<file path="src/rtl/sprcomp_pkg.sv">
package sprcomp_pkg;
  localparam int SPR_DIM   = 16;
  localparam int TILE_ROWS = 8;
  localparam int CTL_HFLIP = 0;
  localparam int CTL_VFLIP = 1;
  localparam int CTL_INV   = 2;
  localparam int CTL_EN    = 3;

  typedef enum logic [3:0] {
    OP_CTRL, OP_XPOS, OP_YPOS, OP_PAT,
    OP_MTOP, OP_MBOT, OP_GTOP, OP_GBOT, OP_FBUF
  } op_e;

  typedef enum logic [3:0] {
    S_IDLE, S_REQ, S_WAIT, S_CAP, S_COL, S_PAGE,
    S_WR, S_WRD, S_NXPG, S_NXCOL, S_NXSPR, S_FIN
  } state_e;
endpackage

</file>
<file path="src/rtl/sprcomp_addr.sv">
module sprcomp_addr
  import sprcomp_pkg::*;
#(
  parameter int          AW        = 24,
  parameter int          IDX_W     = 5,
  parameter int unsigned ATTR_BASE = 'h1300,
  parameter int unsigned FB_BASE   = 'h1000,
  parameter int          FB_W      = 96,
  parameter int          VIRT_OFS  = 16
) (
  input  op_e              op,
  input  logic [IDX_W-1:0] idx,
  input  logic [7:0]       pat,
  input  logic [3:0]       scol,
  input  logic [7:0]       xs,
  input  logic [4:0]       vp,
  input  logic [AW-1:0]    spr_base,
  output logic [AW-1:0]    addr
);
  localparam int OFS_PAGES = VIRT_OFS / TILE_ROWS;
  localparam int REC_BYTES = 4;
  localparam int PAT_BYTES = 64;
  localparam int HALF_OFS  = 32;

  logic [AW-1:0] rec_addr, pat_addr, fb_addr;
  logic [1:0]    field;
  logic [1:0]    strip;

  always_comb begin
    case (op)
      OP_XPOS: field = 2'd0;
      OP_YPOS: field = 2'd1;
      OP_PAT:  field = 2'd2;
      default: field = 2'd3;
    endcase
    case (op)
      OP_MBOT: strip = 2'd1;
      OP_GTOP: strip = 2'd2;
      OP_GBOT: strip = 2'd3;
      default: strip = 2'd0;
    endcase
    rec_addr = AW'(ATTR_BASE) + AW'(idx) * AW'(REC_BYTES) + AW'(field);
    pat_addr = spr_base + AW'(pat) * AW'(PAT_BYTES)
             + (scol[3] ? AW'(HALF_OFS) : AW'(0))
             + AW'(strip) * AW'(TILE_ROWS) + AW'(scol[2:0]);
    fb_addr  = AW'(FB_BASE) + AW'((int'(vp) - OFS_PAGES) * FB_W)
             + AW'(int'(xs) - VIRT_OFS);
    case (op)
      OP_CTRL, OP_XPOS, OP_YPOS, OP_PAT: addr = rec_addr;
      OP_FBUF:                           addr = fb_addr;
      default:                           addr = pat_addr;
    endcase
  end
endmodule

</file>
<file path="src/rtl/sprcomp_colbuild.sv">
module sprcomp_colbuild
  import sprcomp_pkg::*;
#(
  parameter int DIM = SPR_DIM
) (
  input  logic [7:0]     m_top,
  input  logic [7:0]     m_bot,
  input  logic [7:0]     g_top,
  input  logic [7:0]     g_bot,
  input  logic           vflip,
  input  logic           inv,
  output logic [DIM-1:0] mask,
  output logic [DIM-1:0] gfx
);
  logic [DIM-1:0] raw_m, raw_g;
  assign raw_m = DIM'({m_bot, m_top});
  assign raw_g = DIM'({g_bot, g_top});

  for (genvar b = 0; b < DIM; b++) begin : g_row
    assign mask[b] = vflip ? raw_m[DIM-1-b] : raw_m[b];
    assign gfx[b]  = (vflip ? raw_g[DIM-1-b] : raw_g[b]) ^ inv;
  end
endmodule

</file>
<file path="src/rtl/sprcomp_merge.sv">
module sprcomp_merge
  import sprcomp_pkg::*;
#(
  parameter int DIM = SPR_DIM
) (
  input  logic [DIM-1:0] mask,
  input  logic [DIM-1:0] gfx,
  input  logic [2:0]     off,
  input  logic [1:0]     pk,
  input  logic [7:0]     old_byte,
  output logic [7:0]     new_byte
);
  localparam int WIN   = DIM + TILE_ROWS;
  localparam int PAGES = WIN / TILE_ROWS;

  logic [DIM-1:0] nmask;
  logic [WIN-1:0] wwin, dwin;
  logic [7:0]     wsl [PAGES];
  logic [7:0]     dsl [PAGES];
  logic [7:0]     wen, dat;

  assign nmask = ~mask;
  assign wwin  = WIN'(nmask) << off;
  assign dwin  = WIN'(gfx) << off;

  for (genvar g = 0; g < PAGES; g++) begin : g_page
    assign wsl[g] = wwin[TILE_ROWS*g +: TILE_ROWS];
    assign dsl[g] = dwin[TILE_ROWS*g +: TILE_ROWS];
  end

  always_comb begin
    wen = '0;
    dat = '0;
    for (int g = 0; g < PAGES; g++) begin
      if (int'(pk) == g) begin
        wen = wsl[g];
        dat = dsl[g];
      end
    end
    new_byte = (old_byte & ~wen) | (dat & wen);
  end
endmodule

</file>
<file path="src/rtl/sprcomp_top.sv">
module sprcomp_top
  import sprcomp_pkg::*;
#(
  parameter int          AW        = 24,
  parameter int          NSPR      = 24,
  parameter int          FB_W      = 96,
  parameter int          FB_H      = 64,
  parameter int          VIRT_OFS  = 16,
  parameter int unsigned ATTR_BASE = 'h1300,
  parameter int unsigned FB_BASE   = 'h1000
) (
  input  logic          clk,
  input  logic          rst,
  input  logic          start,
  input  logic [AW-1:0] spr_base,
  output logic          done,
  output logic          mem_en,
  output logic          mem_we,
  output logic [AW-1:0] mem_addr,
  output logic [7:0]    mem_wdata,
  input  logic [7:0]    mem_rdata
);
  localparam int IDX_W     = $clog2(NSPR);
  localparam int COL_W     = $clog2(SPR_DIM);
  localparam int FB_PAGES  = FB_H / TILE_ROWS;
  localparam int FB_BYTES  = FB_W * FB_PAGES;
  localparam int OFS_PAGES = VIRT_OFS / TILE_ROWS;
  localparam int PK_LAST   = SPR_DIM / TILE_ROWS;
  localparam int PAT_BYTES = 64;

  state_e           st;
  op_e              op;
  logic [IDX_W-1:0] idx;
  logic [6:0]       xv, yv;
  logic [7:0]       pat;
  logic [3:0]       ctrl;
  logic [COL_W-1:0] col;
  logic [1:0]       pk;
  logic [7:0]       m_top, m_bot, g_top, g_bot, old_byte;

  logic [3:0]       scol;
  logic [7:0]       xs;
  logic [4:0]       vp;
  logic             col_vis, pg_vis;
  logic [AW-1:0]    addr_q;
  logic [SPR_DIM-1:0] cmask, cgfx;
  logic [7:0]       new_byte;

  assign scol    = ctrl[CTL_HFLIP] ? ~4'(col) : 4'(col);
  assign xs      = {1'b0, xv} + 8'(col);
  assign vp      = 5'(yv[6:3]) + 5'(pk);
  assign col_vis = (xs >= 8'(VIRT_OFS)) && (xs < 8'(VIRT_OFS + FB_W));
  assign pg_vis  = (vp >= 5'(OFS_PAGES)) && (vp < 5'(OFS_PAGES + FB_PAGES))
                && !((pk == 2'(PK_LAST)) && (yv[2:0] == 3'd0));

  sprcomp_addr #(
    .AW(AW), .IDX_W(IDX_W), .ATTR_BASE(ATTR_BASE), .FB_BASE(FB_BASE),
    .FB_W(FB_W), .VIRT_OFS(VIRT_OFS)
  ) addr_i (
    .op(op), .idx(idx), .pat(pat), .scol(scol), .xs(xs), .vp(vp),
    .spr_base(spr_base), .addr(addr_q)
  );

  sprcomp_colbuild #(.DIM(SPR_DIM)) col_i (
    .m_top(m_top), .m_bot(m_bot), .g_top(g_top), .g_bot(g_bot),
    .vflip(ctrl[CTL_VFLIP]), .inv(ctrl[CTL_INV]),
    .mask(cmask), .gfx(cgfx)
  );

  sprcomp_merge #(.DIM(SPR_DIM)) merge_i (
    .mask(cmask), .gfx(cgfx), .off(yv[2:0]), .pk(pk),
    .old_byte(old_byte), .new_byte(new_byte)
  );

  always_ff @(posedge clk) begin
    if (rst) begin
      st        <= S_IDLE;
      op        <= OP_CTRL;
      idx       <= '0;
      xv        <= '0;
      yv        <= '0;
      pat       <= '0;
      ctrl      <= '0;
      col       <= '0;
      pk        <= '0;
      m_top     <= '0;
      m_bot     <= '0;
      g_top     <= '0;
      g_bot     <= '0;
      old_byte  <= '0;
      mem_en    <= 1'b0;
      mem_we    <= 1'b0;
      mem_addr  <= '0;
      mem_wdata <= '0;
      done      <= 1'b0;
    end else begin
      done <= 1'b0;
      case (st)
        S_IDLE: if (start) begin
          idx <= IDX_W'(NSPR - 1);
          op  <= OP_CTRL;
          st  <= S_REQ;
        end
        S_REQ: begin
          mem_en   <= 1'b1;
          mem_we   <= 1'b0;
          mem_addr <= addr_q;
          st       <= S_WAIT;
        end
        S_WAIT: begin
          mem_en <= 1'b0;
          st     <= S_CAP;
        end
        S_CAP: begin
          case (op)
            OP_CTRL: begin
              ctrl <= mem_rdata[3:0];
              if (mem_rdata[CTL_EN]) begin
                op <= OP_XPOS;
                st <= S_REQ;
              end else begin
                st <= S_NXSPR;
              end
            end
            OP_XPOS: begin xv <= mem_rdata[6:0]; op <= OP_YPOS; st <= S_REQ; end
            OP_YPOS: begin yv <= mem_rdata[6:0]; op <= OP_PAT;  st <= S_REQ; end
            OP_PAT:  begin pat <= mem_rdata; col <= '0; st <= S_COL; end
            OP_MTOP: begin m_top <= mem_rdata; op <= OP_MBOT; st <= S_REQ; end
            OP_MBOT: begin m_bot <= mem_rdata; op <= OP_GTOP; st <= S_REQ; end
            OP_GTOP: begin g_top <= mem_rdata; op <= OP_GBOT; st <= S_REQ; end
            OP_GBOT: begin g_bot <= mem_rdata; pk <= '0; st <= S_PAGE; end
            OP_FBUF: begin old_byte <= mem_rdata; st <= S_WR; end
            default: st <= S_IDLE;
          endcase
        end
        S_COL: if (col_vis) begin
          op <= OP_MTOP;
          st <= S_REQ;
        end else begin
          st <= S_NXCOL;
        end
        S_PAGE: if (pg_vis) begin
          op <= OP_FBUF;
          st <= S_REQ;
        end else begin
          st <= S_NXPG;
        end
        S_WR: begin
          mem_en    <= 1'b1;
          mem_we    <= 1'b1;
          mem_addr  <= addr_q;
          mem_wdata <= new_byte;
          st        <= S_WRD;
        end
        S_WRD: begin
          mem_en <= 1'b0;
          mem_we <= 1'b0;
          st     <= S_NXPG;
        end
        S_NXPG: if (pk == 2'(PK_LAST)) begin
          st <= S_NXCOL;
        end else begin
          pk <= pk + 2'd1;
          st <= S_PAGE;
        end
        S_NXCOL: if (col == COL_W'(SPR_DIM - 1)) begin
          st <= S_NXSPR;
        end else begin
          col <= col + 1'b1;
          st  <= S_COL;
        end
        S_NXSPR: if (idx == '0) begin
          st <= S_FIN;
        end else begin
          idx <= idx - 1'b1;
          op  <= OP_CTRL;
          st  <= S_REQ;
        end
        S_FIN: begin
          done <= 1'b1;
          st   <= S_IDLE;
        end
        default: st <= S_IDLE;
      endcase
    end
  end

  logic [AW-1:0] pat_base_chk;
  logic          pat_read;
  assign pat_base_chk = spr_base + AW'(pat) * AW'(PAT_BYTES);
  assign pat_read     = (op == OP_MTOP) || (op == OP_MBOT) || (op == OP_GTOP) || (op == OP_GBOT);

  AST_WR_IN_FB: assert property (@(posedge clk) disable iff (rst)
    mem_we |-> (mem_addr >= AW'(FB_BASE)) && (mem_addr < AW'(FB_BASE + FB_BYTES)));
  AST_DONE_PULSE: assert property (@(posedge clk) disable iff (rst)
    done |=> !done);
  AST_RMW_SAME: assert property (@(posedge clk) disable iff (rst)
    mem_we |-> mem_addr == $past(mem_addr, 3));
  AST_PAT_WINDOW: assert property (@(posedge clk) disable iff (rst)
    (st == S_WAIT && pat_read) |-> (mem_addr - pat_base_chk) < AW'(PAT_BYTES));
  AST_SKIP_DISABLED: assert property (@(posedge clk) disable iff (rst)
    (st == S_CAP && op == OP_CTRL && !mem_rdata[CTL_EN]) |=> ##2
      (done || (mem_en && !mem_we && mem_addr[1:0] == 2'b11)));
endmodule

</file>
<file path="config.mk">
export PLATFORM = sky130hd
export DESIGN_NAME = sprcomp_top
export DESIGN_NICKNAME = d
export VERILOG_FILES = /design/src/rtl/sprcomp_pkg.sv /design/src/rtl/sprcomp_addr.sv /design/src/rtl/sprcomp_colbuild.sv /design/src/rtl/sprcomp_merge.sv /design/src/rtl/sprcomp_top.sv
export SDC_FILE = /design/constraint.sdc
export NUM_CORES = 1
export LEC_CHECK = 0
export BUFFER_PORTS_ARGS = -buffer_cell sky130_fd_sc_hd__buf_2
export CORE_ASPECT_RATIO = 1.25
export CORE_MARGIN = 2
export CORE_UTILIZATION = 55
export DETAILED_ROUTE_END_ITERATION = 6
export PLACE_DENSITY = 0.74
export SLEW_MARGIN = 20
export SYNTH_ARGS = -nofsm -noshare
export SYNTH_HDL_FRONTEND = slang
export SYNTH_SLANG_ARGS = --single-unit
</file>
<file path="constraint.sdc">
create_clock -name clk -period 6.5 [get_ports clk]
set_input_delay 0.65 -clock clk [delete_from_list [all_inputs] [get_ports clk]]
set_output_delay 0.65 -clock clk [all_outputs]
set_load 0.05 [all_outputs]
</file>
# Word-level counts from Yosys, hierarchy flattened
# Cells that the tools add are included.
dict set report totals {
  reg_bits 119
  latchBits 0
  ram_bits 0
  mem_bits_ro 0
  input_bits 35
  output_inout_bits 35
  wordCells 201
  mem_count 0
}
dict set report op_classes {
  n_addsub 15
  multipliers 1
  div 0
  order_cmp 4
  n_eq_ne 33
  shifts 2
  muxes 71
  bitwise 22
  reduce_logical 34
}
# cell n
set ops {}
lappend ops {{2-to-1 mux 4 bit} 15}
lappend ops {{adder 24 bit} 2}
lappend ops {{2-to-1 mux 8 bit} 6}
lappend ops {{one-hot mux 24 bit (2 select lines)} 1}
lappend ops {{left shift 16 x 3 -> 24 bit} 2}
lappend ops {{one-hot mux 4 bit (11 select lines)} 1}
lappend ops {{one-hot mux 4 bit (5 select lines)} 2}
lappend ops {{2-to-1 mux 1 bit} 33}
lappend ops {{== test 4 x 3 -> 1 bit, second input constant} 8}
lappend ops {{multiplier 32 x 3 -> 19 bit, second input constant} 1}
lappend ops {{adder 13 x 24 -> 24 bit, first input constant} 1}
lappend ops {{adder 24 x 14 -> 24 bit} 1}
lappend ops {{adder 24 x 2 -> 24 bit} 1}
lappend ops {{adder 24 x 3 -> 24 bit} 1}
lappend ops {{adder 24 x 5 -> 24 bit} 1}
lappend ops {{== test 4 bit, second input constant} 6}
lappend ops {{one-hot mux 4 bit (6 select lines)} 1}
lappend ops {{AND reduction 2 bit} 9}
lappend ops {{bitwise AND 8 bit} 2}
lappend ops {{== test 4 x 2 -> 1 bit, second input constant} 4}
lappend ops {{inverter 16 bit} 1}
lappend ops {{bitwise XOR 1 bit} 16}
lappend ops {{adder 13 x 7 -> 14 bit, first input constant} 1}
lappend ops {{inequality test 2 bit, second input constant} 7}
lappend ops {{40 further kinds} 59}

# Longest topological paths before layout
# Gate-level depths: netlist of the first run.
dict set report depth {
  word_depth 9
  mapped_depth 24
  depth_no_buf 24
}

# By module
# From an unflattened synthesis of the first run, not the netlist that was laid out.
dict set report hier_totals {
  hier_cells 1171
  area_unflattened_um2 9825.7
}
# mod n_inst cells_per_inst area_each_um2
set modules_own_cells {}
lappend modules_own_cells {sprcomp_top 1 600 5418.9}
lappend modules_own_cells {sprcomp_addr 1 334 2333.5}
lappend modules_own_cells {sprcomp_merge 1 183 1535.2}
lappend modules_own_cells {sprcomp_colbuild 1 54 538.0}

# Worst setup path before layout of the first run
# Ideal clock, no wire load.
dict set report synth_path {
  path_type {flip-flop to flip-flop}
  startpoint {register yv[3]}
  endpoint {register mem_addr[21]}
  setup_ns 0.091
  arrival_time_ns 5.204
  required_ns 6.409
  slack_ns 1.205
  stages_incl_launch_ff 25
  path_buffers 0
  period_less_slack_ns 5.295
  cell_sequence {dfxtp_1 > ha_1 > fa_1 > xor2_1 > inv_1 > ha_1 > xnor2_1 > ha_1 > ha_1 > a21o_1 > a21oi_1 > nor2b_1 > o21a_1 > inv_1 > ha_1 > ha_1 > inv_1 > ha_1 > o21ai_0 > a21oi_1 > nand2_1 > o21ai_0 > a31oi_1 > or4_1 > a311oi_1}
}
dict set report synth_via {
  elab_chain_cells 6
}
# item line_no
set synth_lines {}
lappend synth_lines {{from (decl)} sprcomp_top.sv:34} ;# logic [6:0] xv, yv;
lappend synth_lines {{from (signal assigned)} sprcomp_top.sv:81} ;# yv <= '0;
lappend synth_lines {{from (signal assigned)} sprcomp_top.sv:126} ;# OP_YPOS: begin yv <= mem_rdata[6:0]; op <= OP_PAT; st <= S_REQ; end
lappend synth_lines {{adder 4 x 2 -> 5 bit} sprcomp_top.sv:51} ;# assign vp = 5'(yv[6:3]) + 5'(pk);
lappend synth_lines {{subtractor 5 x 2 -> 6 bit} sprcomp_addr.sv:46} ;# fb_addr = AW'(FB_BASE) + AW'((int'(vp) - OFS_PAGES) * FB_W)
lappend synth_lines {{multiplier 32 x 3 -> 19 bit} sprcomp_addr.sv:46}
lappend synth_lines {{adder 13 x 24 -> 24 bit} sprcomp_addr.sv:46}
lappend synth_lines {{adder 24 bit} sprcomp_addr.sv:47} ;# + AW'(int'(xs) - VIRT_OFS);
lappend synth_lines {{one-hot mux 24 bit (2 select lines)} sprcomp_addr.sv:48} ;# case (op)
lappend synth_lines {{to (signal assigned)} sprcomp_top.sv:107} ;# mem_addr <= addr_q;
lappend synth_lines {{to (signal assigned)} sprcomp_top.sv:151} ;# mem_addr <= addr_q;
lappend synth_lines {{to (decl)} sprcomp_top.sv:19} ;# output logic [AW-1:0] mem_addr,
# No other way between the ends.
# A chain may end at the register's enable or synchronous reset.

# Final worst setup path of the first run
dict set report layout_path {
  startpoint {register pk[0]}
  endpoint {register mem_addr[21]}
}
dict set report layout_via {
  elab_chain_cells 6
}
# item line_no
set layout_lines {}
lappend layout_lines {{from (decl)} sprcomp_top.sv:38} ;# logic [1:0] pk;
lappend layout_lines {{from (signal assigned)} sprcomp_top.sv:163} ;# pk <= pk + 2'd1;
lappend layout_lines {{adder 4 x 2 -> 5 bit} sprcomp_top.sv:51}
lappend layout_lines {{subtractor 5 x 2 -> 6 bit} sprcomp_addr.sv:46}
lappend layout_lines {{multiplier 32 x 3 -> 19 bit} sprcomp_addr.sv:46}
lappend layout_lines {{adder 13 x 24 -> 24 bit} sprcomp_addr.sv:46}
lappend layout_lines {{adder 24 bit} sprcomp_addr.sv:47}
lappend layout_lines {{one-hot mux 24 bit (2 select lines)} sprcomp_addr.sv:48}
# No other way between the ends.

==> results of run 1 <==
## synth_stat cells (15+ instances only)
cell	n
sky130_fd_sc_hd__nand3_1	85
sky130_fd_sc_hd__a221oi_1	15
sky130_fd_sc_hd__mux2i_1	46
sky130_fd_sc_hd__ha_1	77
sky130_fd_sc_hd__xor2_1	29
sky130_fd_sc_hd__xnor2_1	37
sky130_fd_sc_hd__dfxtp_1	119
sky130_fd_sc_hd__nor3_1	34
sky130_fd_sc_hd__nand2b_1	21
sky130_fd_sc_hd__clkbuf_1	66
sky130_fd_sc_hd__a21oi_1	109
sky130_fd_sc_hd__nor2_1	88
sky130_fd_sc_hd__inv_1	42
sky130_fd_sc_hd__nor2b_1	15
sky130_fd_sc_hd__nand2_1	142
sky130_fd_sc_hd__a211oi_1	28
sky130_fd_sc_hd__mux4_2	26
sky130_fd_sc_hd__o21ai_0	44
## cells by family (layout without fill, tap and decap cells)
kind of cell	Yosys count	in the layout	synth area share [%]
compound gates	315	315	20.7
xor+xnor	67	67	6.00
fa+ha+maj	82	82	10.5
buf+inv	131	159	5.90
flops	119	119	23.6
mux	83	83	12.3
simple gates	446	446	20.9
## power groups by stage
stage	Clock (uW)	Combinational, uW	Sequential [uW]
2_1_floorplan	0	120	833
3_3_place_gp	0	229	788
3_5_place_dp	0	231	788
4_1_cts	951	232	773
5_1_grt	988	250	776
6_report	943	233	774
## worst paths after layout
check	start	to	slack, ps	depth (start not counted)
worst max-delay path	pk[0]	mem_addr[21]	650	24
worst min-delay path	mem_addr[12]	mem_addr[12]	460	2
worst max register to register	pk[0]	mem_addr[21]	650	24
worst min register to register	mem_addr[12]	mem_addr[12]	460	2
## area by class of cell
cell class,instances,area share (%)
Clock buffer,19,4.02
Clock inverter,12,1.30
Inverter,45,1.53
Multi-Input combinational cell,993,64.8
Sequential cell,119,21.7
Tap cell,228,2.59
Timing Repair Buffer,83,4.12
## stage by stage
stage	instance area [um2]	util, %
after detailed placement	10400	57.8
after global placement	10400	57.8
after floorplan	10100	-
final	11000	61.0
after global routing	11000	61.0
after CTS	11000	61.0
## sequential cells by signal (all words and copies together), names as in the netlist, 2 cells and up
register,cells
g_top,8
yv,7
xv,7
m_bot,8
g_bot,8
op,4
m_top,8
col,4
mem_wdata,8
pat,8
mem_addr,24
pk,2
idx,5
st,4
ctrl,3
old_byte,8
## routing by layer
layer  up-vias  global-route usage, %  wire length [um]
li1       4617                      -                 -
met1      4549                   35.7             11500
met4         0                   14.2              1350
met3        80                   3.68              1450
met2       347                   50.5             14000
met5         -                      0                 0
## worst min-delay path, stage by stage, from the launching register on
cell and delay (ps):
sky130_fd_sc_hd__dfxtp_1 320, sky130_fd_sc_hd__nand2_1 50, sky130_fd_sc_hd__nand2_1 40
==> impl_summary.txt, run 1 <==
----------------------------------------------------
[Yosys]
  Post-synthesis register bit count ... 119
  Number of enable flip-flop cells after synthesis ... 0
  Ys async rst share ... 0%
  Library cell with the largest summed area after synthesis ... sky130_fd_sc_hd__dfxtp_1
  Net count after synthesis ... 1360
  Post-synth top flop ... sky130_fd_sc_hd__dfxtp_1
  Syn avg cell area ... 8.12 um2
  Yosys warns ... 0
  Seq/Total Area, Yosys ... 23.6%
  Count of cell types in the netlist ... 85
  Synth area leaders ... sky130_fd_sc_hd__dfxtp_1 24%, sky130_fd_sc_hd__ha_1 9.5%, sky130_fd_sc_hd__mux4_2 5.8%
  Post-Syn Instances ... 1243
  Share of the synthesized area in the top cell type ... a little under a quarter
  Post-synthesis instance area ... around 10000 um2

[Die]
  Overall die area ... 19500 um2
  Die span in x ... 125 um
  Initial core utilization ... 56.0%
  Number of placement rows ... between 50 and 60
  I/O pin count ... 70
  Core region area ... 18000 um2
  Vert. Die Dim ... 155 um

[Clocking]
  Clock-pin transition on the worst setup and hold timing paths ... 60 ps
  Number of hold buffers added after cts ... 0
  Number of sinks on the clock net ... 119
  Total clock buffers created by CTS ... 17
  Buffers inserted during post-CTS setup optimization ... 0
  Clock tree from TritonCTS ... built
  Post-cts sizing count ... 0
  Max Root-Sink Buffers ... 2
  Clock Latency Late Sink ... 420 ps
  Root buf cell ... sky130_fd_sc_hd__clkbuf_16
  H-tree depth reported by CTS ... 4

[Timing]
  Minimum clock period after layout ... 5850 ps
  Worst Clk Skew ... 14.6 ps
  Final worst slack ... roughly 650 ps
  Worst-case headroom to the max-slew limit ... 32.2%
  Worst hold margin ... 455 ps
  Slew at the pin closest to its max-slew limit ... 1020 ps
  Final setup TNS ... 0 ps
  Number of hold-slack violations in the final timing report ... 0
  Number of setup violations in the final report ... 0
  Post-route fraction of the period consumed by the critical path ... 90.0%
  Final count of pins violating max slew ... 0
  F_max ... 171 MHz
  RSZ-0062 raised after global routing ... false

[Setup path]
  Critical Path Slowest Stage Cell ... sky130_fd_sc_hd__fa_1
  Buf+Inv Stages, Crit Path ... 3
  Critical path's top delay family ... adder cells
  Kind of start point of the critical path ... flip-flop
  Maximum cell stage delay along the critical path ... 430 ps
  Crit path kind ... flip-flop to flip-flop
  Data arrival time at the worst-slack endpoint ... just over 6000 ps
  Kind of capture point of the worst setup path ... flip-flop
  Cell occurring most often along the worst timing path ... sky130_fd_sc_hd__ha_1
  Biggest fanout along the worst timing path ... 5
  Required arrival time at the worst endpoint ... 6820 ps
  Cell-by-cell listing of the critical path ... ha_1 > fa_1 > xor2_1 > inv_1 > ha_1 > xnor2_1 > ha_1 > ha_1 > a21o_1 > a21oi_1 > nor2b_1 > o21a_1 > inv_1 > ha_1 > ha_1 > inv_1 > ha_1 > o21ai_0 > a21oi_1 > nand2_1 > o21ai_0 > a31oi_1 > or4_1 > a311oi_1

[Run]
  MaxCap Viol Count ... 0

[Global routing]
  Number of antenna violations at the first check in global routing ... 0
  First-pass GRT wire length ... between 40 and 50 mm
  GRT Resource Usage Total ... 29.1%
  Vias in the first global route ... approximately 8900
  Global route total overflow ... 0
  Pin count of the biggest net entering global routing ... 76

[Finish]
  Antenna Cells ... 0
  Relative area change from synthesis to final layout ... 9.00%
  Fill cells ... 1663
  Most used cells in the layout excluding fill and tap cells ... 142 x sky130_fd_sc_hd__nand2_1, 117 x sky130_fd_sc_hd__dfxtp_1, 109 x sky130_fd_sc_hd__a21oi_1
  Ratio of cells with drive above 1 in the final layout ... about an eighth
  Number of nets in the finished design ... about 1400
  Layout Cells excl Fill ... 1499
  Most common library cell in the layout ignoring fill and taps ... sky130_fd_sc_hd__nand2_1
  Area occupied by multi-input gates ... 7130 um2
  FF+latch area ... between 2000 and 2500 um2

[Route]
  Number of remaining DRC errors ... 0
  Vias per std cell ... 6.40
  Final wirelength ... roughly 28 mm
  Post-route ant nets ... 0
  First-pass iteration count of the detailed router ... 5
  DRC marker count from the first detailed-route iteration ... 842
  Routed length per instance ... 18.9 um
  Via total after detailed routing ... 9593

[Power]
  Share of power burned in registers ... 39.7%
  Part of the power in combinational logic ... 12.0%
  Switching share of power ... 28.2%
  P_sw ... 550 uW
  Final Power ... 1950 uW
  Power density cells ... roughly 180 nW/um2
  Static leakage power ... 0.00425 uW
  Worst IR Drop VDD ... around 0.17 mV
  Clk network pwr share ... 48.4%
  Internal power component ... roughly 1400 uW

[Placed design]
  Weighted congestion at the end of routability-driven global placement ... 0.971
  Post-place setup slack ... 665 ps
  Port bufs ... 69
  # placed instances ... 1468
  Total half-perimeter wirelength after legalization and detailed placement ... ~21 mm

[Outcome]
  Status ... completed

[Hold path]
  Classification of the worst-slack hold path ... flip-flop to flip-flop

----------------------------------------------------
(Power assumes the default switching activity.)
==> inputs of run 2 (changes only) <==
--- a/config.mk
+++ b/config.mk
@@ -8,9 +8,10 @@
 export BUFFER_PORTS_ARGS = -buffer_cell sky130_fd_sc_hd__buf_2
 export CORE_ASPECT_RATIO = 1.25
 export CORE_MARGIN = 2
-export CORE_UTILIZATION = 55
+export CORE_UTILIZATION = 61
+export CTS_BUF_LIST = sky130_fd_sc_hd__clkbuf_2 sky130_fd_sc_hd__clkbuf_4 sky130_fd_sc_hd__clkbuf_8
 export DETAILED_ROUTE_END_ITERATION = 6
-export PLACE_DENSITY = 0.74
+export PLACE_DENSITY = 0.8
 export SLEW_MARGIN = 20
 export SYNTH_ARGS = -nofsm -noshare
 export SYNTH_HDL_FRONTEND = slang
==> run 2 against run 1 <==
  * The run now ends with design-rule violations left
  * Setup slack got worse by 69 ps
  * Total power decreased by 10%
  * Worst hold slack improved by 6.0 ps
  * Sequential power about the same
  * Clock skew increased by 2.1 ps
  * Final cell count decreased by 0.80%
  * Combinational power about the same
  * Die area decreased by 9.6%
  * Design area decreased by 1.6%
  * Critical path type unchanged
==> impl_summary.txt, run 2 (synthesis results as in run 1) <==
----------------------------------------------------
[Clocking]
  H-tree depth reported by CTS ... 4
  Clock Latency Late Sink ... 470 ps
  Number of hold buffers added after cts ... 0
  Number of sinks on the clock net ... 119
  Post-cts sizing count ... 0
  Buffers inserted during post-CTS setup optimization ... 0
  Root buf cell ... sky130_fd_sc_hd__clkbuf_8
  Max Root-Sink Buffers ... 2
  Clock-pin transition on the worst setup and hold timing paths ... 90 ps
  Total clock buffers created by CTS ... 17
  Clock tree from TritonCTS ... built

[Route]
  Vias per std cell ... ~6.5
  First-pass iteration count of the detailed router ... 7
  Uppermost layer routed ... met4
  Post-route ant nets ... 0
  Wire length on met2 ... roughly 13 mm
  Via total after detailed routing ... 9629
  Routed length per instance ... around 18 um
  Final wirelength ... 27.4 mm
  Metal1 wirelength ... around 11 mm
  Detailed-routed wire length on met3 ... between 1.5 and 2 mm
  Number of remaining DRC errors ... 1
  DRC marker count from the first detailed-route iteration ... 900

[Finish]
  Flip-flop count of the largest register, all copies and words added ... 24
  Relative area change from synthesis to final layout ... 7.24%
  Area occupied by multi-input gates ... 7130 um2
  FF+latch area ... approximately 2400 um2
  Number of nets in the finished design ... between 1000 and 1500
  Top register by number of flip-flops ... mem_addr
  Most used cells in the layout excluding fill and tap cells ... 142 x sky130_fd_sc_hd__nand2_1, 117 x sky130_fd_sc_hd__dfxtp_1, 109 x sky130_fd_sc_hd__a21oi_1
  Fill cells ... 1376
  Antenna Cells ... 0
  Layout Cells excl Fill ... 1487
  Ratio of cells with drive above 1 in the final layout ... 13.1%
  Most common library cell in the layout ignoring fill and taps ... sky130_fd_sc_hd__nand2_1

[Setup path]
  Worst reg-to-reg path cell count ... 24
  Slack of the worst reg-to-reg path ... slightly below 600 ps
  Critical Path Slowest Stage Cell ... sky130_fd_sc_hd__fa_1
  Cell-by-cell listing of the critical path ... ha_1 > fa_1 > xor2_1 > inv_1 > ha_1 > xnor2_1 > ha_1 > ha_1 > a21o_1 > a21oi_1 > nor2b_1 > o21a_1 > inv_1 > ha_1 > ha_1 > inv_1 > ha_1 > o21ai_0 > a21oi_1 > nand2_1 > o21ai_0 > a31oi_1 > or4_1 > a311oi_1
  Kind of capture point of the worst setup path ... flip-flop
  Required arrival time at the worst endpoint ... 6870 ps
  Biggest fanout along the worst timing path ... 5
  Kind of start point of the critical path ... flip-flop
  Crit path kind ... flip-flop to flip-flop
  Data arrival time at the worst-slack endpoint ... 6290 ps
  Maximum cell stage delay along the critical path ... between 400 and 500 ps
  R2R Path Start ... pk[0]
  Critical R2R Capture ... mem_addr[21]
  Cell occurring most often along the worst timing path ... sky130_fd_sc_hd__ha_1

[Run]
  MaxCap Viol Count ... 0

[Timing]
  Post-route fraction of the period consumed by the critical path ... 91.1%
  RSZ-0062 raised after global routing ... false
  Worst hold margin ... 461 ps
  Final count of pins violating max slew ... 0
  Slew at the pin closest to its max-slew limit ... 1030 ps
  Worst-case headroom to the max-slew limit ... 31.4%
  F_max ... 169 MHz
  Number of setup violations in the final report ... 0
  Worst Clk Skew ... 16.6 ps
  Number of hold-slack violations in the final timing report ... 0
  Minimum clock period after layout ... 5920 ps
  Final setup TNS ... 0 ps

[Die]
  Initial core utilization ... between 60 and 70%
  Die span in x ... approximately 120 um
  Vert. Die Dim ... 148 um
  Core region area ... 16200 um2
  Overall die area ... 17600 um2
  Number of placement rows ... 52
  I/O pin count ... 70

[Placed design]
  Weighted congestion at the end of routability-driven global placement ... 0.944
  # placed instances ... 1455
  Total half-perimeter wirelength after legalization and detailed placement ... slightly above 20 mm
  Port bufs ... between 60 and 70

[Hold path]
  Hold-critical path depth ... 2
  Hold worst-path end ... old_byte[6]
  Hold wc startpoint ... old_byte[6]
  Classification of the worst-slack hold path ... flip-flop to flip-flop

[Power]
  Share of power burned in registers ... 44.2%
  Static leakage power ... between 0.004 and 0.005 uW
  P_sw ... 534 uW
  Final Power ... 1750 uW
  Clk network pwr share ... 42.6%
  Switching share of power ... a little under a third
  Internal power component ... 1210 uW
  Worst IR Drop VDD ... around 0.12 mV
  Part of the power in combinational logic ... a little over an eighth
  Power density cells ... 161 nW/um2

[Outcome]
  Violations in the final reports ... design-rule violations
  Status ... complete, but fails checks

[Global routing]
  Global route total overflow ... 0
  Number of antenna violations at the first check in global routing ... 0
  GRT Resource Usage Total ... 31.5%
  Pin count of the biggest net entering global routing ... 63
  Vias in the first global route ... 9107
  First-pass GRT wire length ... 44.9 mm

----------------------------------------------------
==> run 2: worst max path at each step <==
stage	start	endpoint	slack, ps	depth (start not counted)
CTS	pk[0]	mem_addr[21]	600	24
global placement	yv[3]	mem_addr[21]	920	24
finish	pk[0]	mem_addr[21]	580	24
detailed placement	pk[0]	mem_addr[21]	660	24
global route	pk[0]	mem_addr[21]	170	24
floorplan	yv[3]	mem_addr[21]	1200	24
==> run 2: per-layer routing <==
metal  GRT usage (%)  up-vias
met2            53.1      418
li1                -     4618
met1            38.0     4487
met5               0        -
met3            4.48      106
met4            19.2        0
==> run 2: power groups by stage <==
stage / Clock (uW) / Combinational [uW] / Sequential, uW
floorplan: 0 / 120 / 833
global placement: 0 / 226 / 788
detailed placement: 0 / 229 / 788
CTS: 742 / 230 / 771
global route: 777 / 251 / 775
finish: 744 / 232 / 773
==> run 2: layout make-up <==
cell class | count | share of cell area [%]
well taps | 216 | 2.50
inverters | 45 | 1.56
clock inverters | 14 | 1.74
clock buffers | 18 | 2.23
multi-input cells | 993 | 65.8
flip-flops and latches | 119 | 22.0
repair buffers | 82 | 4.11
==> run 2: per-stage QoR <==
stage                     cell area [um2]  setup slack [ps]  util [%]
after detailed placement            10400               657      64.1
after CTS                           10800               599      66.8
final                               10800               580      66.8
after floorplan                     10100              1200         -
after global placement              10400               922      64.1
after global routing                10800               174      66.8
==> run 2: critical path: cells and delay by family, from the launching register on <==
kind                       cells  cell delay [ps]
AOI/OAI and AO/OA              8             1790
and+or+nand+nor                3              600
xor gates and xnor gates       2              520
DFF                            1              340
buffers and inverters          3              220
adders and majority gates      8             2360
==> inputs of run 3 (changes only) <==
--- a/config.mk
+++ b/config.mk
@@ -11,6 +11,7 @@
 export CORE_UTILIZATION = 61
 export CTS_BUF_LIST = sky130_fd_sc_hd__clkbuf_2 sky130_fd_sc_hd__clkbuf_4 sky130_fd_sc_hd__clkbuf_8
 export DETAILED_ROUTE_END_ITERATION = 6
+export GPL_TIMING_DRIVEN = 0
 export PLACE_DENSITY = 0.8
 export SLEW_MARGIN = 20
 export SYNTH_ARGS = -nofsm -noshare
==> run 3 against run 2 <==
  * The run now ends clean
  * Sequential share of layout area down 0.57 points
  * First-iteration DRC count up 13%
  * Final cell count up 4.3%
  * Routed wire length up 14%
  * Setup slack worse by 41 ps
  * Critical path depth unchanged
  * Flip-flop and latch count unchanged
  * Combinational power up 9.5%
  * Register-to-register slack worse by 40 ps
  * Global-route usage up 3.6 points
  * Count of clock-buffer cells in the layout unchanged
==> impl_summary.txt, run 3 (synthesis results as in run 1) <==
----------------------------------------------------
[Outcome]
  Status ... completed

[Setup path]
  Data arrival time at the worst-slack endpoint ... about 6300 ps
  Kind of start point of the critical path ... flip-flop
  Critical Path Slowest Stage Cell ... sky130_fd_sc_hd__o21ai_0
  Buf+Inv Stages, Crit Path ... 3
  Critical path's top delay family ... adder cells
  Kind of capture point of the worst setup path ... flip-flop
  Biggest fanout along the worst timing path ... 5
  Cell-by-cell listing of the critical path ... ha_1 > fa_1 > xor2_1 > inv_1 > ha_1 > xnor2_1 > ha_1 > ha_1 > a21o_1 > a21oi_1 > nor2b_1 > o21a_1 > inv_1 > ha_1 > ha_1 > inv_1 > ha_1 > o21ai_0 > a21oi_1 > nand2_1 > o21ai_0 > a31oi_1 > or4_1 > a311oi_1
  Slack of the worst reg-to-reg path ... 540 ps
  Required arrival time at the worst endpoint ... 6840 ps
  Crit path kind ... flip-flop to flip-flop
  Cell occurring most often along the worst timing path ... sky130_fd_sc_hd__ha_1
  Maximum cell stage delay along the critical path ... 460 ps

[Placed design]
  Port bufs ... 61
  Area post-placement ... about 11000 um2
  # placed instances ... between 1500 and 2000
  Post-place setup slack ... 632 ps
  Total half-perimeter wirelength after legalization and detailed placement ... 24.1 mm
  Weighted congestion at the end of routability-driven global placement ... 1.04

[Clocking]
  Number of sinks on the clock net ... 119
  Root buf cell ... sky130_fd_sc_hd__clkbuf_8
  Clock-pin transition on the worst setup and hold timing paths ... approximately 80 ps
  H-tree depth reported by CTS ... 4
  Number of hold buffers added after cts ... 0
  Clock Latency Late Sink ... 450 ps
  Post-cts sizing count ... 0
  Max Root-Sink Buffers ... 2
  Total clock buffers created by CTS ... 17
  Clock tree from TritonCTS ... built
  Buffers inserted during post-CTS setup optimization ... 0

[Finish]
  FF+latch area ... roughly 2400 um2
  Post-layout instance area ... 11100 um2
  Top register by number of flip-flops ... mem_addr
  Area occupied by multi-input gates ... 7130 um2
  Number of nets in the finished design ... 1440
  Antenna Cells ... 0
  Most used cells in the layout excluding fill and tap cells ... 142 x sky130_fd_sc_hd__nand2_1, 119 x sky130_fd_sc_hd__dfxtp_1, 109 x sky130_fd_sc_hd__a21oi_1
  Layout Cells excl Fill ... 1551
  Most common library cell in the layout ignoring fill and taps ... sky130_fd_sc_hd__nand2_1
  Ratio of cells with drive above 1 in the final layout ... about an eighth
  Relative area change from synthesis to final layout ... 9.99%
  Fill cells ... 1367
  Flip-flop count of the largest register, all copies and words added ... 24

[Timing]
  F_max ... 168 MHz
  Post-route fraction of the period consumed by the critical path ... between 90% and 100%
  Slew at the pin closest to its max-slew limit ... 896 ps
  Final worst slack ... 540 ps
  Final setup TNS ... 0 ps
  Final count of pins violating max slew ... 0
  Worst Clk Skew ... 15.8 ps
  Minimum clock period after layout ... 5960 ps
  RSZ-0062 raised after global routing ... false
  Number of setup violations in the final report ... 0
  Worst hold margin ... around 460 ps
  Number of hold-slack violations in the final timing report ... 0
  Worst-case headroom to the max-slew limit ... 39.9%

[Power]
  Worst IR Drop VDD ... 0.135 mV
  Power density cells ... 156 nW/um2
  Static leakage power ... 0.00425 uW

[Die]
  Die span in x ... approximately 120 um
  Overall die area ... ~18000 um2
  Initial core utilization ... between 60 and 70%
  Core region area ... 16200 um2
  Number of placement rows ... 52
  I/O pin count ... 70
  Vert. Die Dim ... 148 um

[Route]
  Vias per std cell ... 6.61
  Routed length per instance ... 20.1 um
  Number of remaining DRC errors ... 0
  DRC marker count from the first detailed-route iteration ... between 1000 and 1500
  First-pass iteration count of the detailed router ... 5
  Via total after detailed routing ... 10300
  Post-route ant nets ... 0
  Final wirelength ... 31.2 mm

[Global routing]
  Pin count of the biggest net entering global routing ... 17
  GRT Resource Usage Total ... 35.1%
  Number of antenna violations at the first check in global routing ... 0
  First-pass GRT wire length ... slightly below 50 mm
  Vias in the first global route ... approximately 9500
  Global route total overflow ... 0

[Hold path]
  Classification of the worst-slack hold path ... flip-flop to flip-flop

[Run]
  MaxCap Viol Count ... 0

----------------------------------------------------
[run 3: cell types whose count changed in the layout (fill, tap and decap cells not counted), sizes merged]
| cell | delta |
|---|---|
| inv | -4 |
| clkinvlp | +2 |
| buf | -1 |
| clkbuf | +66 |
| clkinv | +1 |
[run 3: worst paths after layout]
path,cells past startpoint,end,from
worst max register to register,24,mem_addr[21],pk[0]
worst min-delay path,2,old_byte[3],old_byte[3]
worst max-delay path,24,mem_addr[21],pk[0]
worst min register to register,2,old_byte[3],old_byte[3]
[run 3: cell type report]
cell class / instances / area share [%]
multi-input cells: 993 / 64.2
inverters: 45 / 1.52
well taps: 216 / 2.43
plain buffers: 86 / 3.84
repair buffers: 61 / 2.75
flip-flops and latches: 119 / 21.4
clock buffers: 18 / 2.23
clock inverters: 13 / 1.55
[run 3: where the power goes]
part           leakage [uW]  internal, uW  total, uW  switching, uW
Combinational       0.00308          72.9        254            182
Sequential         0.000964           749        765           15.5
Clock              0.000198           391        717            326
[run 3: worst register-to-register path: cells and delay by family, from the launching register on]
family                     cells  cell delay, ps
xor gates and xnor gates       2             520
buffers and inverters          3             220
and+or+nand+nor                3             620
adders and majority gates      8            2330
DFF                            1             340
AOI/OAI and AO/OA              8            1840
[run 3: metrics by stage]
| stage | power, uW | utilization (%) |
|---|---|---|
| 2_1_floorplan | 953 | - |
| 3_3_place_gp | 1030 | 65.9 |
| 3_5_place_dp | 1030 | 65.9 |
| 4_1_cts | 1730 | 68.5 |
| 5_1_grt | 1790 | 68.6 |
| 6_report | 1740 | 68.6 |
[run 3: per-layer routing]
metal  track usage [%]  vias to the layer above  part of all wire, %
met5                 0                        -                    0
met4              23.3                        0                  6.9
met3              5.83                      137                  7.8
met2              58.8                      593                   48
met1              41.4                     4795                   38
li1                  -                     4730                    -
